===== config.mk =====
export PLATFORM = sky130hd
export DESIGN_NAME = stepper_phase_seq
export DESIGN_NICKNAME = d
export VERILOG_FILES = /design/src/rtl/stepper_seq_pkg.sv /design/src/rtl/phase_advance.sv /design/src/rtl/coil_pattern_map.sv /design/src/rtl/settle_timer.sv /design/src/rtl/stepper_phase_seq.sv
export SDC_FILE = /design/constraint.sdc
export NUM_CORES = 1
export LEC_CHECK = 0
export ABC_CLOCK_PERIOD_IN_PS = 2150
export CELL_PAD_IN_SITES_DETAIL_PLACEMENT = 2
export CELL_PAD_IN_SITES_GLOBAL_PLACEMENT = 2
export CORE_MARGIN = 5
export CORE_UTILIZATION = 39
export DETAILED_ROUTE_END_ITERATION = 8
export DONT_BUFFER_PORTS = 1
export GPL_TIMING_DRIVEN = 1
export PLACE_DENSITY = 0.78
export SLEW_MARGIN = 30
export SYNTH_ARGS = -nofsm -noshare
export SYNTH_HDL_FRONTEND = slang
export SYNTH_SLANG_ARGS = --single-unit

===== constraint.sdc =====
create_clock -name clk -period 2.15 [get_ports clk]
set_clock_uncertainty 0.1 [all_clocks]
set_input_delay 0.43 -clock clk [delete_from_list [all_inputs] [get_ports clk]]
set_output_delay 0.43 -clock clk [all_outputs]
set_load 0.05 [all_outputs]

===== src/rtl/stepper_seq_pkg.sv =====
package stepper_seq_pkg;

  typedef enum logic [1:0] {
    SQ_IDLE   = 2'd0,
    SQ_ISSUE  = 2'd1,
    SQ_SETTLE = 2'd2
  } sq_state_t;

  localparam int PH_W = 2;

endpackage


===== src/rtl/phase_advance.sv =====
module phase_advance #(
  parameter int PW = 2
) (
  input  logic [PW-1:0] pos_i,
  input  logic          rev_i,
  output logic [PW-1:0] pos_o
);
  localparam logic [PW-1:0] FWD = PW'(1);
  localparam logic [PW-1:0] REV = PW'((1 << PW) - 1);

  // reverse motion adds (N-1) modulo N rather than subtracting
  always_comb pos_o = pos_i + (rev_i ? REV : FWD);
endmodule


===== src/rtl/coil_pattern_map.sv =====
module coil_pattern_map #(
  parameter int PW = 2
) (
  input  logic [PW-1:0] pos_i,
  output logic [3:0]    coils_o
);
  localparam logic [3:0] BASE = 4'b1100;
  logic [7:0] dbl;

  // each row is the base two-on pattern rotated right by the position
  always_comb begin
    dbl     = {BASE, BASE} >> pos_i;
    coils_o = dbl[3:0];
  end
endmodule


===== src/rtl/settle_timer.sv =====
module settle_timer #(
  parameter int unsigned CYCLES = 10
) (
  input  logic clk,
  input  logic rst_n,
  input  logic load_i,
  output logic zero_o
);
  localparam int CW = (CYCLES > 1) ? $clog2(CYCLES) : 1;
  localparam logic [CW-1:0] TOP = CW'(CYCLES - 1);

  logic [CW-1:0] cnt;

  always_ff @(posedge clk) begin
    if (!rst_n)           cnt <= '0;
    else if (load_i)      cnt <= TOP;
    else if (cnt != '0)   cnt <= cnt - CW'(1);
  end

  assign zero_o = (cnt == '0);
endmodule


===== src/rtl/stepper_phase_seq.sv =====
module stepper_phase_seq
  import stepper_seq_pkg::*;
#(
  parameter int unsigned SETTLE_CYCLES = 10_000_000,
  parameter int unsigned SYNC_STEPS    = 4
) (
  input  logic clk,
  input  logic rst_n,
  input  logic step_req,
  input  logic step_dir,
  output logic coil_a,
  output logic coil_b,
  output logic coil_a_n,
  output logic coil_b_n,
  output logic busy,
  output logic step_done,
  output logic sync_done
);
  localparam int SYNC_W = $clog2(SYNC_STEPS + 1);

  sq_state_t       state;
  logic [PH_W-1:0] pos, pos_nxt;
  logic [3:0]      coils, coils_nxt;
  logic [SYNC_W-1:0] sync_left;
  logic            take, rev, tmr_zero;

  // homing steps are always clockwise
  assign rev  = (state == SQ_ISSUE) ? 1'b0 : step_dir;
  assign take = (state == SQ_ISSUE) || (state == SQ_IDLE && step_req);

  phase_advance #(.PW(PH_W)) adv_i (
    .pos_i (pos),
    .rev_i (rev),
    .pos_o (pos_nxt)
  );

  coil_pattern_map #(.PW(PH_W)) map_i (
    .pos_i   (pos_nxt),
    .coils_o (coils_nxt)
  );

  settle_timer #(.CYCLES(SETTLE_CYCLES)) tmr_i (
    .clk    (clk),
    .rst_n  (rst_n),
    .load_i (take),
    .zero_o (tmr_zero)
  );

  always_ff @(posedge clk) begin
    if (!rst_n) begin
      state     <= SQ_ISSUE;
      pos       <= '0;
      coils     <= 4'b1100;
      sync_left <= SYNC_W'(SYNC_STEPS);
      step_done <= 1'b0;
      sync_done <= 1'b0;
    end else begin
      step_done <= 1'b0;
      sync_done <= 1'b0;
      if (take) begin
        pos       <= pos_nxt;
        coils     <= coils_nxt;
        step_done <= 1'b1;
        state     <= SQ_SETTLE;
      end
      if (state == SQ_ISSUE) begin
        sync_left <= sync_left - SYNC_W'(1);
        sync_done <= (sync_left == SYNC_W'(1));
      end
      if (state == SQ_SETTLE && tmr_zero)
        state <= (sync_left != '0) ? SQ_ISSUE : SQ_IDLE;
    end
  end

  assign busy = (state != SQ_IDLE);
  assign {coil_a, coil_b, coil_a_n, coil_b_n} = coils;
endmodule


==> results of run 1 <==
-- metal layers --
metal	part of all wire, %	GRT usage (%)	vias to the layer above
li1	-	-	726
met1	42	19.0	740
met2	52	33.7	24
met3	2.9	3.85	12
met4	2.4	6.82	0
met5	0	0	-
-- final timing paths --
path                      start             to  slack, ns  cells after the start
setup / recovery  tmr_i.cnt[10]  tmr_i.cnt[13]       0.12                      5
hold / removal            rst_n       coils[3]       0.12                      1
setup reg to reg  tmr_i.cnt[10]  tmr_i.cnt[13]       0.12                      5
hold reg to reg    sync_left[2]      sync_done       0.37                      1
-- critical path, cell delays in order (launching register included) --
cell	delay [ns]
dfxtp_1	0.55
nor2_1	0.16
nand4_4	0.28
o211ai_2	0.18
or4_1	0.54
a21oi_1	0.15
-- state kept, by name, indices dropped and copies added, names as in the netlist --
signal     count
tmr_i.cnt     24
coils          4
state          2
step_done      1
sync_done      1
pos            1
sync_left      3
-- synthesized netlist by cell type (5+ instances only) --
cell type	number
a211oi_1	5
a21oi_1	17
clkbuf_1	5
dfxtp_1	36
ha_1	5
inv_1	5
nand2_1	6
nor2_1	28
o21ai_0	10
xnor2_1	10
xor2_1	11
-- power by group through the flow --
stage,combinational (mW),clock [mW],sequential [mW]
floorplan,0.248,0,0.825
finish,0.342,0.598,0.823
global placement,0.314,0,0.830
global route,0.381,0.636,0.832
CTS,0.342,0.610,0.822
detailed placement,0.336,0,0.836
-- logic make-up after synthesis --
family,Yosys count,share of synthesized area [%]
XOR/XNOR,22,11.3
flip-flops,36,39.1
AO/OA/AOI/OAI,50,17.4
AND/OR/NAND/NOR,72,24.9
adder cells (fa/ha/maj),5,3.39
buffers and inverters,14,3.39
multiplexers,1,0.610
-- stage by stage --
stage	std cells	utilization, %
floorplan	200	-
global placement	254	41.5
detailed placement	254	41.5
CTS	262	43.9
global route	262	44.3
finish	262	44.3
-- area by class of cell --
type                       count  area, um^2
fill                         501        2600
multi-input combinational    150        1080
sequential                    36         721
clock buffer                   5        68.8
tap                           54        67.6
timing repair buffer           8        63.8
clock inverter                 3        42.5
inverter                       6        22.5
==> impl_metrics.py, run 1 <==
metrics = {
    "placement": {
        "dp_slack_ns": 0.124,
        "place_area_um2": 1930,
        "hpwl_um": 3670,
        "routabilityCongestion": 0.780,
        "place.port_buffers": 0,
    },
    "route": {
        "antenna_left": 0,
        "first_iter_violations": 78,
        "vias_per_cell": 5.73,
        "wl_um": 5110,
        "wl_per_cell_um": 19.5,
        "drtPass1Iterations": 4,
        "vias": 1502,
        "drc": 0,
    },
    "global_routing": {
        "antenna_found_initial": 0,
        "grt.total_usage_pct": 17.8,
        "grt_max_degree": 19,
        "grt.overflow.total": 0,
        "first_global_vias": 1713,
        "grt_pass1_wl_um": 8530,
    },
    "clocking": {
        "clkLatencyLatePin_ns": 0.29,
        "cts.path.max_buffers": 2,
        "cts_tree": "built",
        "cts_root_buf": "clkbuf_8",
        "htree_levels": 2,
        "holdBufCountCts": 0,
        "cts.sinks": 36,
        "cts_setup_buffers": 0,
        "numCtsBuffers": 5,
        "cts_resized": 0,
        "path_clk_slew_ns": 0.07,
    },
    "timing": {
        "setup_viol": 0,
        "holdWs_ns": 0.116,
        "finalHoldViolations": 0,
        "postLayoutSetupSlackWorst_ns": 0.117,
        "clock.fmax_ghz": 0.492,
        "slew_headroom_pct": 63.1,
        "period_minus_slack_ns": 2.03,
        "setup_tns_ns": 0,
        "tightest_slew_ns": 0.550,
        "slew_viol_final": 0,
        "period_share_pct": 94.6,
    },
    "synthesis": {
        "synthFlopType": "dfxtp_1",
        "synth_area_leaders": "dfxtp_1 (39%), nor2_1 (5.7%), xor2_1 (5.2%)",
        "synth_top_cell_by_area": "dfxtp_1",
        "synthesis.instances": 200,
        "synth_seq_cells": 36,
        "synth.distinct_cells": 46,
        "synth_top_area_share_pct": 39.1,
        "syn_area_um2": 1850,
        "synth_edf_count": 0,
        "syn_nets": 209,
        "yosysWarnings": 0,
        "seq_area_frac_synth_pct": 39.1,
        "synthArstFlopShare_pct": 0,
        "avgSynthCellArea_um2": 9.23,
    },
    "power": {
        "internal_power_mw": 1.20,
        "swShare_pct": 31.6,
        "p_switching_mw": 0.558,
        "p_seq_share_pct": 46.7,
        "vdd_drop_max_mv": 0.454,
        "clkPwrFrac_pct": 33.9,
        "power_density_nw_per_um2": 854,
        "leakage_nw": 0.746,
        "power_frac_comb_pct": 19.4,
        "finalPower_mw": 1.76,
    },
    "worst_setup_path": {
        "crit_path_start_kind": "register",
        "crit_required_ns": 2.27,
        "arrival_ns": 2.15,
        "crit_type": "reg -> reg",
        "critPathMaxFanout": 13,
        "end_kind": "register",
    },
    "floorplan": {
        "io_pins": 11,
        "fp-row-count": 25,
        "start_util_pct": 39.6,
        "die_w_um": 78.8,
        "dieArea_um2": 6210,
        "core_um2": 4660,
        "fp.dieH_um": 78.8,
    },
    "min_path": {
        "hold_class": "in -> reg",
    },
    "final_layout": {
        "stdcell_area_um2": 2060,
        "final_cell_mix": "dfxtp_1 (36), nor2_1 (28), a21oi_1 (17)",
        "insertedDiodeCount": 0,
        "drive_gt1_share_pct": 15.4,
        "final_common_cell": "dfxtp_1",
        "syn_to_final_growth_pct": 11.8,
        "fin_nets": 216,
    },
    "run_status": {
        "status": "completed",
    },
    "run": {
        "cap_violations": 0,
    },
}
Note: power is estimated with default switching activity, not from simulation.
==> run 2, diff against run 1 <==
--- a/config.mk
+++ b/config.mk
@@ -6,14 +6,12 @@
 export NUM_CORES = 1
 export LEC_CHECK = 0
 export ABC_CLOCK_PERIOD_IN_PS = 2150
-export CELL_PAD_IN_SITES_DETAIL_PLACEMENT = 2
-export CELL_PAD_IN_SITES_GLOBAL_PLACEMENT = 2
 export CORE_MARGIN = 5
-export CORE_UTILIZATION = 39
+export CORE_UTILIZATION = 62
 export DETAILED_ROUTE_END_ITERATION = 8
 export DONT_BUFFER_PORTS = 1
 export GPL_TIMING_DRIVEN = 1
-export PLACE_DENSITY = 0.78
+export PLACE_DENSITY = 0.79
 export SLEW_MARGIN = 30
 export SYNTH_ARGS = -nofsm -noshare
 export SYNTH_HDL_FRONTEND = slang
==> run 2 against run 1 <==
Compared with the run above:
- fmax is 0.35% higher
- first-iteration DRC count is 26% higher
- combinational power is 4% lower
==> impl_metrics.py, run 2 (same netlist as run 1, synthesis figures left out) <==
metrics = {
    "power": {
        "leakage_nw": 0.717,
        "p_seq_share_pct": 54.0,
        "swShare_pct": 34.6,
        "clkPwrFrac_pct": 24.3,
        "vdd_drop_max_mv": 0.583,
        "p_switching_mw": 0.523,
        "internal_power_mw": 0.990,
        "power_density_nw_per_um2": 768,
        "power_frac_comb_pct": 21.7,
    },
    "placement": {
        "routabilityCongestion": 0.845,
        "place.port_buffers": 0,
        "dp.cells": 229,
        "hpwl_um": 2740,
    },
    "clocking": {
        "path_clk_slew_ns": 0.11,
        "numCtsBuffers": 5,
        "cts_tree": "built",
        "cts.sinks": 36,
        "htree_levels": 2,
        "cts_root_buf": "clkbuf_4",
        "cts_setup_buffers": 0,
        "clkLatencyLatePin_ns": 0.35,
        "cts.path.max_buffers": 2,
    },
    "final_layout": {
        "syn_to_final_growth_pct": 6.78,
        "largest_register_ffs": 24,
        "final_common_cell": "dfxtp_1",
        "fin_cells": 237,
        "reg_top3": "tmr_i.cnt: 24 flops, coils: 4 flops, sync_left: 3 flops",
        "final_cell_mix": "dfxtp_1 (36), nor2_1 (28), a21oi_1 (17)",
        "regMostFlops": "tmr_i.cnt",
        "drive_gt1_share_pct": 14.6,
        "n_fill_cell": 233,
        "fin_nets": 214,
        "insertedDiodeCount": 0,
    },
    "floorplan": {
        "core_um2": 2810,
        "start_util_pct": 65.8,
        "fp-row-count": 19,
        "fp.dieH_um": 64.6,
        "die_w_um": 64.6,
        "dieArea_um2": 4170,
        "io_pins": 11,
    },
    "worst_setup_path": {
        "crit_path_start_kind": "register",
        "crit_required_ns": 2.32,
        "end_kind": "register",
        "arrival_ns": 2.20,
        "critPathMaxFanout": 13,
        "crit_type": "reg -> reg",
    },
    "timing": {
        "setup_viol": 0,
        "slew_viol_final": 0,
        "finalHoldViolations": 0,
        "tightest_slew_ns": 0.517,
        "clock.fmax_ghz": 0.494,
        "period_share_pct": 94.2,
        "setup_tns_ns": 0,
        "slew_headroom_pct": 65.3,
        "period_minus_slack_ns": 2.03,
    },
    "route": {
        "drtPass1Iterations": 4,
        "vias_per_cell": 6.22,
        "wl_per_cell_um": 16.1,
        "vias": 1474,
        "drc": 0,
        "first_iter_violations": 98,
        "wl_um": 3820,
        "antenna_left": 0,
    },
    "global_routing": {
        "antenna_found_initial": 0,
        "grt.busiest_layer": "met2",
        "use_met2_pct": 35.2,
        "gr-usage-met1_pct": 26.3,
        "grt_max_degree": 21,
        "first_global_vias": 1487,
        "grt.total_usage_pct": 21.4,
        "grt.overflow.total": 0,
        "grt_pass1_wl_um": 7030,
        "use_met3_pct": 6.22,
    },
    "run_status": {
        "status": "completed",
    },
    "min_path": {
        "hold_class": "in -> reg",
    },
    "run": {
        "cap_violations": 0,
    },
}
==> run 2: final cells by class <==
class                      count  area (um^2)  share of cell area (%)
clock inverter                 2         16.3                   0.825
inverter                       6         22.5                    1.14
tap                           31         38.8                    1.97
clock buffer                   6         41.3                    2.10
timing repair buffer           6         45.0                    2.29
sequential                    36          721                    36.6
multi-input combinational    150         1090                    55.1
==> run 2: power by group through the flow <==
stage / Clock (mW) / Combinational, mW / Sequential [mW]
after global routing: 0.406 / 0.373 / 0.827
after global placement: 0 / 0.305 / 0.825
after CTS: 0.376 / 0.323 / 0.814
after floorplan: 0 / 0.248 / 0.825
after detailed placement: 0 / 0.320 / 0.828
final: 0.367 / 0.329 / 0.817
==> run 2: repair_timing <==
item,CTS,global route
endpoints found under the setup margin,0,8
hold endpoints to repair,0,0
gates resized for setup,0,3
hold buffers,0,0
==> run 2: stage by stage <==
stage	cell area [um^2]	power [mW]	utilization (%)	hold slack, ns	setup WS, ns
after floorplan	1850	1.07	-	0.316	0.253
after global placement	1890	1.13	67.4	0.336	0.238
after detailed placement	1890	1.15	67.4	0.340	0.129
after CTS	1950	1.51	69.4	0.0376	0.0839
after global routing	1970	1.61	70.2	0.0449	-0.0213
final	1970	1.51	70.2	0.0530	0.124
==> run 2: path summary, 6_finish.rpt <==
kind / from / slack, ns / end / cells past startpoint
max: tmr_i.cnt[13] / 0.12 / tmr_i.cnt[1] / 5
min: rst_n / 0.05 / sync_left[2] / 1
max reg2reg: tmr_i.cnt[13] / 0.12 / tmr_i.cnt[1] / 5
min reg2reg: sync_left[2] / 0.38 / sync_done / 1
==> run 2: worst max-delay path: stages, from the launching register on <==
cell and delay, ns:
dfxtp_1 0.41, nor4_4 0.43, nand4_4 0.29, nor2_4 0.24, mux2_2 0.35, a21oi_1 0.13
==> run 2: metal layers <==
metal	vias up	share of wire [%]
met2	41	50
met5	-	0
met3	13	5.3
li1	727	-
met1	693	42
met4	0	2.4
==> run 3, diff against run 2 <==
--- a/config.mk
+++ b/config.mk
@@ -5,13 +5,15 @@
 export SDC_FILE = /design/constraint.sdc
 export NUM_CORES = 1
 export LEC_CHECK = 0
-export ABC_CLOCK_PERIOD_IN_PS = 2150
+export ABC_CLOCK_PERIOD_IN_PS = 2400
+export CORE_ASPECT_RATIO = 1.4
 export CORE_MARGIN = 5
-export CORE_UTILIZATION = 62
+export CORE_UTILIZATION = 67
 export DETAILED_ROUTE_END_ITERATION = 8
 export DONT_BUFFER_PORTS = 1
 export GPL_TIMING_DRIVEN = 1
-export PLACE_DENSITY = 0.79
+export HOLD_SLACK_MARGIN = 0.1
+export PLACE_DENSITY = 0.84
 export SLEW_MARGIN = 30
 export SYNTH_ARGS = -nofsm -noshare
 export SYNTH_HDL_FRONTEND = slang
==> constraint.sdc (replaced) <==
create_clock -name clk -period 2.4 [get_ports clk]
set_clock_uncertainty 0.1 [all_clocks]
set_input_delay 0.48 -clock clk [delete_from_list [all_inputs] [get_ports clk]]
set_output_delay 0.48 -clock clk [all_outputs]
set_load 0.05 [all_outputs]
==> run 3 against run 2 <==
Compared with the run above:
- via count decreased by 1.7%
- largest power group unchanged
- register-to-register slack better by 0.14 ns
- setup slack improved by 0.14 ns
==> impl_metrics.py, run 3 (same netlist as run 1, synthesis figures left out) <==
metrics = {
    "final_layout": {
        "n_fill_cell": 215,
        "final_cell_mix": "dfxtp_1 (36), nor2_1 (28), a21oi_1 (17)",
        "final_common_cell": "dfxtp_1",
        "drive_gt1_share_pct": 13.7,
        "fin_nets": 214,
        "regMostFlops": "tmr_i.cnt",
        "multiInputGateArea_um2": 1060,
        "insertedDiodeCount": 0,
        "reg_top3": "tmr_i.cnt: 24 flops, coils: 4 flops, sync_left: 3 flops",
        "syn_to_final_growth_pct": 6.37,
        "ff_latch_area_um2": 721,
        "largest_register_ffs": 24,
    },
    "min_path": {
        "hold_class": "in -> reg",
    },
    "timing": {
        "slew_headroom_pct": 64.4,
        "setup_tns_ns": 0,
        "rsz0062_at_grt": "false",
        "slew_viol_final": 0,
        "tightest_slew_ns": 0.530,
        "finalHoldViolations": 0,
        "period_minus_slack_ns": 2.14,
        "setup_viol": 0,
        "clock.fmax_ghz": 0.467,
        "period_share_pct": 89.2,
    },
    "route": {
        "wl_um": 3700,
        "drc": 0,
        "antenna_left": 0,
        "vias": 1449,
        "first_iter_violations": 54,
        "wl_per_cell_um": 15.3,
        "drtPass1Iterations": 7,
        "vias_per_cell": 6.01,
    },
    "clocking": {
        "htree_levels": 2,
        "cts.path.max_buffers": 2,
        "clkLatencyLatePin_ns": 0.34,
        "holdBufCountCts": 0,
        "cts_setup_buffers": 0,
        "cts_resized": 0,
        "cts_tree": "built",
        "cts_root_buf": "clkbuf_4",
        "path_clk_slew_ns": 0.10,
        "numCtsBuffers": 5,
        "cts.sinks": 36,
    },
    "worst_setup_path": {
        "end_kind": "register",
        "critPathSlowestCell": "nor4_2",
        "crit_path_start_kind": "register",
        "cp_top_family": "simple AND/OR/NAND/NOR gates",
        "crit_chain": "nor4_2, nand4_1, buf_4, nor2_4, mux2_2, a21oi_1",
        "crit_required_ns": 2.56,
        "path_buf_inv": 1,
        "crit_type": "reg -> reg",
        "r2r_slack_ns": 0.26,
        "critPathMaxFanout": 9,
        "max_stage_delay_ns": 0.42,
        "arrival_ns": 2.30,
    },
    "power": {
        "power_density_nw_per_um2": 697,
        "vdd_drop_max_mv": 0.611,
        "leakage_nw": 0.713,
        "finalPower_mw": 1.37,
    },
    "global_routing": {
        "grt_max_degree": 19,
        "grt_pass1_wl_um": 6450,
        "antenna_found_initial": 0,
        "first_global_vias": 1460,
        "grt.overflow.total": 0,
        "grt.total_usage_pct": 22.4,
    },
    "floorplan": {
        "start_util_pct": 69.8,
        "die_w_um": 54.4,
        "dieArea_um2": 3920,
        "fp.dieH_um": 72.1,
        "fp-row-count": 22,
        "core_um2": 2640,
        "io_pins": 11,
    },
    "placement": {
        "hpwl_um": 2730,
        "routabilityCongestion": 0.956,
        "place.port_buffers": 0,
    },
    "run": {
        "cap_violations": 0,
    },
    "run_status": {
        "status": "completed",
    },
}
run 3: layout make-up:
cell class	instances	area share, %
Multi-Input combinational cell	150	54.1
Sequential cell	36	36.7
Tap cell	36	2.29
Inverter	6	1.15
Clock buffer	7	3.31
Timing Repair Buffer	6	2.42
run 3: layer usage:
| layer | share of wire [%] | up-vias | global-route usage [%] | wire (um) |
|---|---|---|---|---|
| met1 | 40 | 666 | 24.5 | 1460 |
| met2 | 52 | 44 | 37.7 | 1930 |
| met3 | 4.9 | 12 | 6.57 | 181 |
| met4 | 3.2 | 0 | 11.9 | 120 |
| met5 | 0 | - | 0 | 0 |
| li1 | - | 727 | - | - |
run 3: worst paths after layout:
path                                     from           end  depth (start not counted)
worst max-delay path            tmr_i.cnt[16]  tmr_i.cnt[1]                          6
worst min register to register   sync_left[2]     sync_done                          1
worst min-delay path                    rst_n  sync_left[2]                          1
worst max register to register  tmr_i.cnt[16]  tmr_i.cnt[1]                          6
run 3: through the flow:
| stage | hold WS (ns) | util (%) | std cells | area [um^2] | setup slack, ns |
|---|---|---|---|---|---|
| after detailed placement | 0.355 | 71.4 | 233 | 1890 | 0.315 |
| after floorplan | 0.316 | - | 200 | 1850 | 0.503 |
| after global placement | 0.343 | 71.4 | 233 | 1890 | 0.374 |
| after CTS | 0.103 | 73.9 | 240 | 1950 | 0.277 |
| final | 0.115 | 74.3 | 241 | 1960 | 0.259 |
| after global routing | 0.119 | 74.3 | 241 | 1960 | 0.110 |
run 3: power by group:
group	internal [mW]	switching [mW]
combinational	0.116	0.163
sequential	0.647	0.0827
clock	0.166	0.194
